$ cat src/rtl/iecc_pkg.sv
package iecc_pkg;
  typedef enum logic [1:0] {
    MODE_RANGE = 2'd0,
    MODE_OFF   = 2'd1,
    MODE_ALL   = 2'd2,
    MODE_OFF3  = 2'd3
  } iecc_mode_e;

  typedef enum logic {
    PH_DATA = 1'b0,
    PH_ECC  = 1'b1
  } iecc_phase_e;
endpackage

$ cat src/rtl/iecc_prot_decode.sv
module iecc_prot_decode
  import iecc_pkg::*;
#(
  parameter int AW          = 32,
  parameter int NRANGE      = 2,
  parameter int CARVE_SHIFT = 5,
  parameter int LINE_BYTES  = 64
) (
  input  iecc_mode_e                 mode,
  input  logic [AW-1:0]              addr,
  input  logic [NRANGE-1:0]          rng_en,
  input  logic [NRANGE-1:0][AW-1:0]  rng_base,
  input  logic [NRANGE-1:0][AW-1:0]  rng_mask,
  input  logic [AW-1:0]              ecc_base,
  output logic                       prot,
  output logic                       reserved_hit,
  output logic [AW-1:0]              ecc_addr
);
  localparam logic [AW-1:0] LINE_MASK = AW'(LINE_BYTES - 1);

  // check-line address: carve-out base plus scaled address, line aligned
  function automatic logic [AW-1:0] ecc_line_of(input logic [AW-1:0] base,
                                                input logic [AW-1:0] a);
    return base + ((a >> CARVE_SHIFT) & ~LINE_MASK);
  endfunction

  // carve-out covers 1/2**CARVE_SHIFT of the space at an aligned base
  function automatic logic in_carve(input logic [AW-1:0] base,
                                    input logic [AW-1:0] a);
    return a[AW-1 -: CARVE_SHIFT] == base[AW-1 -: CARVE_SHIFT];
  endfunction

  logic [NRANGE-1:0] win_hit;

  for (genvar g = 0; g < NRANGE; g++) begin : g_win
    assign win_hit[g] = rng_en[g] && ((addr & rng_mask[g]) == rng_base[g]);
  end

  always_comb begin
    case (mode)
      MODE_RANGE: prot = |win_hit;
      MODE_ALL:   prot = 1'b1;
      default:    prot = 1'b0;
    endcase
  end

  assign reserved_hit = in_carve(ecc_base, addr);
  assign ecc_addr     = ecc_line_of(ecc_base, addr);
endmodule

$ cat src/rtl/iecc_split_ctrl.sv
module iecc_split_ctrl
  import iecc_pkg::*;
#(
  parameter int AW = 32,
  parameter int DW = 64,
  parameter int EW = 8
) (
  input  logic          clk,
  input  logic          rst_n,
  input  logic [1:0]    cfg_mode,
  input  logic          cfg_inj_en,
  input  logic [EW-1:0] cfg_inj_mask,
  input  logic          prot,
  input  logic          reserved_hit,
  input  logic [AW-1:0] ecc_addr,
  output iecc_mode_e    mode_q,
  input  logic          up_valid,
  output logic          up_ready,
  input  logic          up_write,
  input  logic [AW-1:0] up_addr,
  input  logic [DW-1:0] up_wdata,
  input  logic [EW-1:0] up_wecc,
  output logic          up_denied,
  output logic          dn_valid,
  input  logic          dn_ready,
  output logic          dn_write,
  output logic [AW-1:0] dn_addr,
  output logic [DW-1:0] dn_wdata,
  output logic [EW-1:0] dn_wecc,
  output logic          dn_is_ecc,
  output logic          fire_data,
  output logic          fire_ecc
);
  iecc_phase_e phase_q, phase_d;
  logic        mode_load;
  logic [EW-1:0] inj_flip;

  assign inj_flip  = (cfg_inj_en && up_write) ? cfg_inj_mask : '0;
  assign mode_load = !up_valid || up_ready;

  always_comb begin
    dn_valid  = 1'b0;
    up_ready  = 1'b0;
    up_denied = 1'b0;
    dn_is_ecc = 1'b0;
    dn_addr   = up_addr;
    dn_wdata  = up_wdata;
    dn_wecc   = '0;
    if (up_valid) begin
      if (phase_q == PH_DATA) begin
        if (reserved_hit) begin
          up_ready  = 1'b1;
          up_denied = 1'b1;
        end else begin
          dn_valid = 1'b1;
          up_ready = !prot && dn_ready;
        end
      end else begin
        dn_valid  = 1'b1;
        dn_is_ecc = 1'b1;
        dn_addr   = ecc_addr;
        dn_wdata  = '0;
        dn_wecc   = up_wecc ^ inj_flip;
        up_ready  = dn_ready;
      end
    end
  end

  assign dn_write  = up_write;
  assign fire_data = dn_valid && dn_ready && !dn_is_ecc;
  assign fire_ecc  = dn_valid && dn_ready && dn_is_ecc;

  always_comb begin
    phase_d = phase_q;
    if (phase_q == PH_DATA && fire_data && prot) phase_d = PH_ECC;
    else if (phase_q == PH_ECC && fire_ecc)      phase_d = PH_DATA;
  end

  always_ff @(posedge clk or negedge rst_n) begin
    if (!rst_n) begin
      phase_q <= PH_DATA;
      mode_q  <= MODE_OFF;
    end else begin
      phase_q <= phase_d;
      if (mode_load) mode_q <= iecc_mode_e'(cfg_mode);
    end
  end
endmodule

$ cat src/rtl/iecc_err_log.sv
module iecc_err_log #(
  parameter int AW = 32,
  parameter int SW = 8
) (
  input  logic          clk,
  input  logic          rst_n,
  input  logic          err_in,
  input  logic [AW-1:0] err_addr_in,
  input  logic [SW-1:0] err_syn_in,
  input  logic          err_ue_in,
  input  logic          log_clr,
  output logic          log_valid,
  output logic [AW-1:0] log_addr,
  output logic [SW-1:0] log_syn,
  output logic          log_ue,
  output logic          log_ovf
);
  logic take, spill;

  assign take  = err_in && (!log_valid || log_clr);
  assign spill = err_in && log_valid && !log_clr;

  always_ff @(posedge clk or negedge rst_n) begin
    if (!rst_n) begin
      log_valid <= 1'b0;
      log_ovf   <= 1'b0;
      log_addr  <= '0;
      log_syn   <= '0;
      log_ue    <= 1'b0;
    end else begin
      if (take) begin
        log_valid <= 1'b1;
        log_addr  <= err_addr_in;
        log_syn   <= err_syn_in;
        log_ue    <= err_ue_in;
      end else if (log_clr) begin
        log_valid <= 1'b0;
      end
      if (log_clr)    log_ovf <= 1'b0;
      else if (spill) log_ovf <= 1'b1;
    end
  end
endmodule

$ cat src/rtl/inband_ecc_splitter.sv
module inband_ecc_splitter
  import iecc_pkg::*;
#(
  parameter int AW          = 32,
  parameter int DW          = 64,
  parameter int EW          = 8,
  parameter int SW          = 8,
  parameter int NRANGE      = 2,
  parameter int CARVE_SHIFT = 5,
  parameter int LINE_BYTES  = 64
) (
  input  logic                      clk,
  input  logic                      rst_n,
  input  logic [1:0]                cfg_mode,
  input  logic [NRANGE-1:0]         cfg_rng_en,
  input  logic [NRANGE-1:0][AW-1:0] cfg_rng_base,
  input  logic [NRANGE-1:0][AW-1:0] cfg_rng_mask,
  input  logic [AW-1:0]             cfg_ecc_base,
  input  logic                      cfg_inj_en,
  input  logic [EW-1:0]             cfg_inj_mask,
  input  logic                      up_valid,
  output logic                      up_ready,
  input  logic                      up_write,
  input  logic [AW-1:0]             up_addr,
  input  logic [DW-1:0]             up_wdata,
  input  logic [EW-1:0]             up_wecc,
  output logic                      up_denied,
  output logic                      dn_valid,
  input  logic                      dn_ready,
  output logic                      dn_write,
  output logic [AW-1:0]             dn_addr,
  output logic [DW-1:0]             dn_wdata,
  output logic [EW-1:0]             dn_wecc,
  output logic                      dn_is_ecc,
  input  logic                      err_in,
  input  logic [AW-1:0]             err_addr_in,
  input  logic [SW-1:0]             err_syn_in,
  input  logic                      err_ue_in,
  input  logic                      log_clr,
  output logic                      log_valid,
  output logic [AW-1:0]             log_addr,
  output logic [SW-1:0]             log_syn,
  output logic                      log_ue,
  output logic                      log_ovf,
  output logic                      irq
);
  iecc_mode_e    mode_q;
  logic          prot, reserved_hit, fire_data, fire_ecc;
  logic [AW-1:0] ecc_addr;

  iecc_prot_decode #(
    .AW(AW), .NRANGE(NRANGE), .CARVE_SHIFT(CARVE_SHIFT), .LINE_BYTES(LINE_BYTES)
  ) u_decode (
    .mode(mode_q), .addr(up_addr), .rng_en(cfg_rng_en), .rng_base(cfg_rng_base),
    .rng_mask(cfg_rng_mask), .ecc_base(cfg_ecc_base), .prot(prot),
    .reserved_hit(reserved_hit), .ecc_addr(ecc_addr)
  );

  iecc_split_ctrl #(.AW(AW), .DW(DW), .EW(EW)) u_split (
    .clk(clk), .rst_n(rst_n), .cfg_mode(cfg_mode), .cfg_inj_en(cfg_inj_en),
    .cfg_inj_mask(cfg_inj_mask), .prot(prot), .reserved_hit(reserved_hit),
    .ecc_addr(ecc_addr), .mode_q(mode_q), .up_valid(up_valid), .up_ready(up_ready),
    .up_write(up_write), .up_addr(up_addr), .up_wdata(up_wdata), .up_wecc(up_wecc),
    .up_denied(up_denied), .dn_valid(dn_valid), .dn_ready(dn_ready),
    .dn_write(dn_write), .dn_addr(dn_addr), .dn_wdata(dn_wdata), .dn_wecc(dn_wecc),
    .dn_is_ecc(dn_is_ecc), .fire_data(fire_data), .fire_ecc(fire_ecc)
  );

  iecc_err_log #(.AW(AW), .SW(SW)) u_log (
    .clk(clk), .rst_n(rst_n), .err_in(err_in), .err_addr_in(err_addr_in),
    .err_syn_in(err_syn_in), .err_ue_in(err_ue_in), .log_clr(log_clr),
    .log_valid(log_valid), .log_addr(log_addr), .log_syn(log_syn),
    .log_ue(log_ue), .log_ovf(log_ovf)
  );

  assign irq = log_valid;
endmodule

$ cat config.mk
export PLATFORM = sky130hd
export DESIGN_NAME = inband_ecc_splitter
export DESIGN_NICKNAME = d
export VERILOG_FILES = /design/src/rtl/iecc_pkg.sv /design/src/rtl/iecc_prot_decode.sv /design/src/rtl/iecc_split_ctrl.sv /design/src/rtl/iecc_err_log.sv /design/src/rtl/inband_ecc_splitter.sv
export SDC_FILE = /design/constraint.sdc
export NUM_CORES = 1
export LEC_CHECK = 0
export BUFFER_PORTS_ARGS = -buffer_cell sky130_fd_sc_hd__buf_4
export CAP_MARGIN = 20
export CELL_PAD_IN_SITES_DETAIL_PLACEMENT = 0
export CELL_PAD_IN_SITES_GLOBAL_PLACEMENT = 1
export CORE_AREA = 2 2 187 189
export DETAILED_ROUTE_END_ITERATION = 10
export DIE_AREA = 0 0 189 191
export GPL_TIMING_DRIVEN = 0
export PLACE_DENSITY = 0.59
export REMOVE_ABC_BUFFERS = 1
export SYNTH_ARGS = -nofsm -noshare
export SYNTH_HDL_FRONTEND = slang
export SYNTH_HIERARCHICAL = 1
export SYNTH_SLANG_ARGS = --single-unit
$ cat constraint.sdc
create_clock -name clk -period 3.25 [get_ports clk]
set_input_delay 0.4875 -clock clk [delete_from_list [all_inputs] [get_ports clk]]
set_output_delay 0.4875 -clock clk [all_outputs]
set_load 0.1 [all_outputs]
**Word-level counts from Yosys, hierarchy flattened**

Cells that the tools add are included.

- Bits in latches: 0
- Memories kept: 0
- Bits of input ports: 325
- ROM bits: 0
- Flip-flop bits (word level): 46
- RAM bits: 0

- Equality and inequality tests: 4
- Add/subtract/negate cells: 1
- Order comparisons: 0
- Reduce and logical (&&, ||, !) cells: 25
- Muxes and demuxes: 25
- Shift-type cells: 0
- Div/mod/pow operators: 0
- Bitwise logic cells: 4
- $mul: 0

Operators by type and width:

| cell | number |
|---|---|
| two-way mux 64 bit | 2 |
| bitwise AND 32 bit | 2 |
| == test 32 bit | 2 |
| two-way mux 32 bit | 2 |
| adder 32 x 27 -> 32 bit | 1 |
| two-way mux 8 bit | 3 |
| two-way mux 1 bit | 17 |
| logical AND 1 bit | 13 |
| bitwise XOR 8 bit | 1 |
| nonzero test 2 bit | 3 |
| == test 5 bit | 1 |
| zero test 1 bit | 5 |
| == test 2 bit (second input constant) | 1 |
| zero test 2 bit | 1 |
| logical OR 1 bit | 2 |
| case mux 1 bit (2 select lines) | 1 |
| OR reduction 2 bit | 1 |
| inverter 1 bit | 1 |

**Logic depth before layout (Yosys ltp)**

- Depth in word-level cells: 11
- Gate-level depth with buffers: 10
- Mapped depth without buffers: 10

**Modules after synthesis**

The synthesis kept the hierarchy.

Modules (own cells, without submodules):

| module | area each (um2) | sequential area each (um2) | cells each | times used |
|---|---|---|---|---|
| iecc_prot_decode | 2279.7 | 0.0 | 329 | 1 |
| iecc_err_log | 1773.0 | 1076.0 | 93 | 1 |
| iecc_split_ctrl | 1375.1 | 76.3 | 155 | 1 |
| inband_ecc_splitter | 7.5 | 0.0 | 1 | 1 |

**Worst setup path before layout**

Ideal clock, no wire load.

- Kind: input to output
- Start: in up_addr[11]
- End: out dn_addr[30]
- Path slack: 0.172 ns
- Stages on the path: 10
- Buffers on the path: 0
- Arrival: 2.590 ns
- Data required time: 2.762 ns
- Cells stage by stage: ha_1 inv_1 fa_1 nand2b_1 a211oi_2 o311ai_2 a311oi_2 o2111ai_1 xnor2_1 mux2_4

- Cells in the longest elaborated chain, start to end: 3

Ends and longest elaborated chain:

| element | line | source |
|---|---|---|
| from (decl) | inband_ecc_splitter.sv:24 | `input logic [AW-1:0] up_addr,` |
| adder 32 x 27 -> 32 bit | iecc_prot_decode.sv:24 | `return base + ((a >> CARVE_SHIFT) & ~LINE_MASK);` |
| named net ecc_addr[30] | inband_ecc_splitter.sv:49 | `logic [AW-1:0] ecc_addr;` |
| two-way mux 32 bit | iecc_split_ctrl.sv:50 | `if (phase_q == PH_DATA) begin` |
| two-way mux 32 bit | iecc_split_ctrl.sv:49 | `if (up_valid) begin` |
| to (decl) | inband_ecc_splitter.sv:31 | `output logic [AW-1:0] dn_addr,` |

The timed path passes the listed nets, and every way through them passes these cells.

**Worst setup path in the final report**

- Start: in up_addr[25]
- End: out dn_addr[30]

Same word-level chain as after synthesis.

==> results.md <==
* Post-Route WL at 27600 um
* Final clock skew at 0.00665 ns
* Synth Area per Inst at around 9.4 um^2
* Max rail drop VDD at about 230 uV
* CTS H-tree lvls at 2
* Vias in the first global route at 5992
* Congestion Overflow GR at 0
* Drc violations at 0
* Rows at 68
* Power Total at 4.35 mW
* RSZ-0062 raised after global routing: yes
* Worst-path cell chain: buf_4 > ha_1 > nand4_1 > nor2_2 > o311ai_4 > a311oi_2 > o2111ai_1 > xnor2_1 > mux2_4 > buf_12
* Setup Total Neg Slack at -0.297 ns
* Final-report setup violation count at 3
* Vias per cell at 3.96
* Gr usage total at 14.2%
* Min cycle time layout at ~3.4 ns
* Die width at roughly 190 um
* Post-Synthesis Cells at roughly 580
* Status: finished, violations left
* DRT Pass-1 Iters at 5
* Clock-pin slew on the worst setup and hold paths at around 0.07 ns
* Maximum clock path buffer count at 2
* CP arrival at roughly 2.9 ns
* Hold Fails Final Rpt at 0
* Final core utilization at between 20% and 30%
* Final Cycle Share at 104%
* Violated checks: setup timing
* Worst skew pair latency at around 0.28 ns
* Placed inst area at around 0.0093 mm^2
* Inserted Clock Buffers at 5
* Worst-Margin Slew at ~0.8 ns
* Antenna violations before repair at 0
* Port buffer count at between 400 and 500
* Worst path max stage delay at 0.41 ns
* Die Span Y at 191 um
* Design Area, Final at about 0.0099 mm^2
* P&R area growth vs syn at 82.4%
* Starting DRC count in detailed routing at ~250
* Slowest library cell on the worst path: ha_1
* Mapped Area at about 0.0054 mm^2
* CTS Root Cell: clkbuf_16
* Max cap viols at 0
* HP Class: primary input to asynchronous set/reset pin
* Share of cells above drive strength 1 at between 50 and 60%
* Inst Count DP at approximately 1.5k
* Slew margin rel. at between 40 and 50%
* Initial core utilization at between 10% and 20%
* CTS tree: done
* Final ANT Viol Nets at 0
* Critical Path Start Type: primary input
* Power Density at between 400 and 500 mW/mm^2
* Routed via count at ~6k
* Placer congestion estimate at 0.817
* CTS Sinks at 46
* Top Ports at ~480
* Critical Setup Path Class: primary input to output port
* Die area at about 0.036 mm^2
* Post-DP HPWL at around 24000 um
* Global-route wire length before repair at approximately 39000 um
* Final Slew Violations at 0
* Fmax at between 200 and 300 MHz
* CP Data Required Time at roughly 2.8 ns
* Nets@finish at 1387
* Peak fanout along the critical path at 6
* Post-DR wirelength/cell at about 18 um
* Worst setup margin at -0.139 ns
* Crit. End Element: output port
* Warnings from Yosys at 6
* Largest net degree at the start of global routing at 74
* Final cell count without fillers at roughly 1.5k
* # diodes at 0
* Static Leak at 4.79 nW
* Core box area at around 0.034 mm^2
-- power breakdown --
group	switching (mW)	internal, mW	total (mW)
logic	2.11	0.951	3.06
clock network	0.222	0.363	0.584
registers	0.0510	0.656	0.707
total	2.38	1.97	4.35
-- layer usage --
layer	vias to the layer above	track usage, %	part of all wire (%)
met4	0	1.14	0.27
met2	270	24.3	49
met5	-	0	0
li1	2913	-	-
met1	2740	19.1	43
met3	8	2.74	7.3
-- worst max-delay path, delay by kind of cell --
| family | cells | cell delay, ns |
|---|---|---|
| xor+xnor | 1 | 0.15 |
| compound gates | 3 | 0.75 |
| mux | 1 | 0.27 |
| buf+inv | 2 | 0.31 |
| simple gates | 2 | 0.51 |
| fa+ha+maj | 1 | 0.41 |
-- state kept, by name, summed over array words and instances (netlist names) --
signal / count
u_log/log_valid: 1
u_log/log_ue: 1
u_log/log_syn: 8
u_split/mode_q: 2
u_log/log_addr: 32
u_split/phase_q: 1
u_log/log_ovf: 1
-- final cells by class --
| class | count | area, um^2 |
|---|---|---|
| Fill cell | 3661 | 24200 |
| Multi-Input combinational cell | 490 | 4190 |
| Sequential cell | 46 | 1150 |
| Inverter | 10 | 45.0 |
| Timing Repair Buffer | 487 | 3760 |
| Clock buffer | 5 | 125 |
| Clock inverter | 3 | 45.0 |
| Tap cell | 455 | 569 |
-- path summary, 6_finish.rpt --
check	depth (start not counted)	start	to	slack, ns
setup / recovery	10	up_addr[25]	dn_addr[30]	-0.14
hold / removal	1	rst_n	u_log/log_syn[1]$_DFFE_PN0P_	0.22
setup reg to reg	9	u_split/mode_q[0]$_DFFE_PN1P_	u_split/mode_q[1]$_DFFE_PN0P_	1.18
hold reg to reg	1	u_log/log_addr[25]$_DFFE_PN0P_	u_log/log_addr[25]$_DFFE_PN0P_	0.51
max in group asynchronous	1	rst_n	u_log/log_addr[16]$_DFFE_PN0P_	2.63
min in group clk	2	log_clr	u_log/log_ovf$_DFFE_PN0P_	0.36
-- metrics by stage --
| stage | setup WS [ns] | hold WS, ns |
|---|---|---|
| final | -0.139 | 0.218 |
| after global routing | -0.222 | 0.262 |
| after CTS | -0.123 | 0.237 |
| after detailed placement | -0.669 | 0.493 |
| after global placement | -0.651 | 0.491 |
| after floorplan | 0.172 | 0.192 |
-- layout by cell type, fill, tap and decap left out, types with 3 or more instances in the layout --
| cell | instances |
|---|---|
| a21o_1 | 13 |
| buf_12 | 6 |
| ha_1 | 10 |
| xor2_1 | 46 |
| and2_1 | 65 |
| dfrtp_1 | 45 |
| o21a_1 | 3 |
| nor4_1 | 6 |
| mux2_4 | 69 |
| nand3_1 | 19 |
| nand4_1 | 13 |
| a31oi_1 | 6 |
| clkbuf_16 | 5 |
| nand2_1 | 75 |
| nor2_1 | 18 |
| ha_2 | 7 |
| buf_4 | 473 |
| ha_4 | 4 |
| mux2_2 | 6 |
| inv_1 | 8 |
| nor4_4 | 3 |
| nor3_1 | 3 |
| xnor2_1 | 50 |
| o21ai_0 | 9 |
| buf_6 | 7 |
| a21oi_1 | 16 |
-- what timing repair did --
item,4_1_cts,5_1_grt
pin swaps,14,19
gates resized for setup,45,27
endpoints found under the setup margin,33,12
setup buffers,6,4
hold buffers,0,0
gates cloned,0,0
Power figures use the tool's default switching activity.
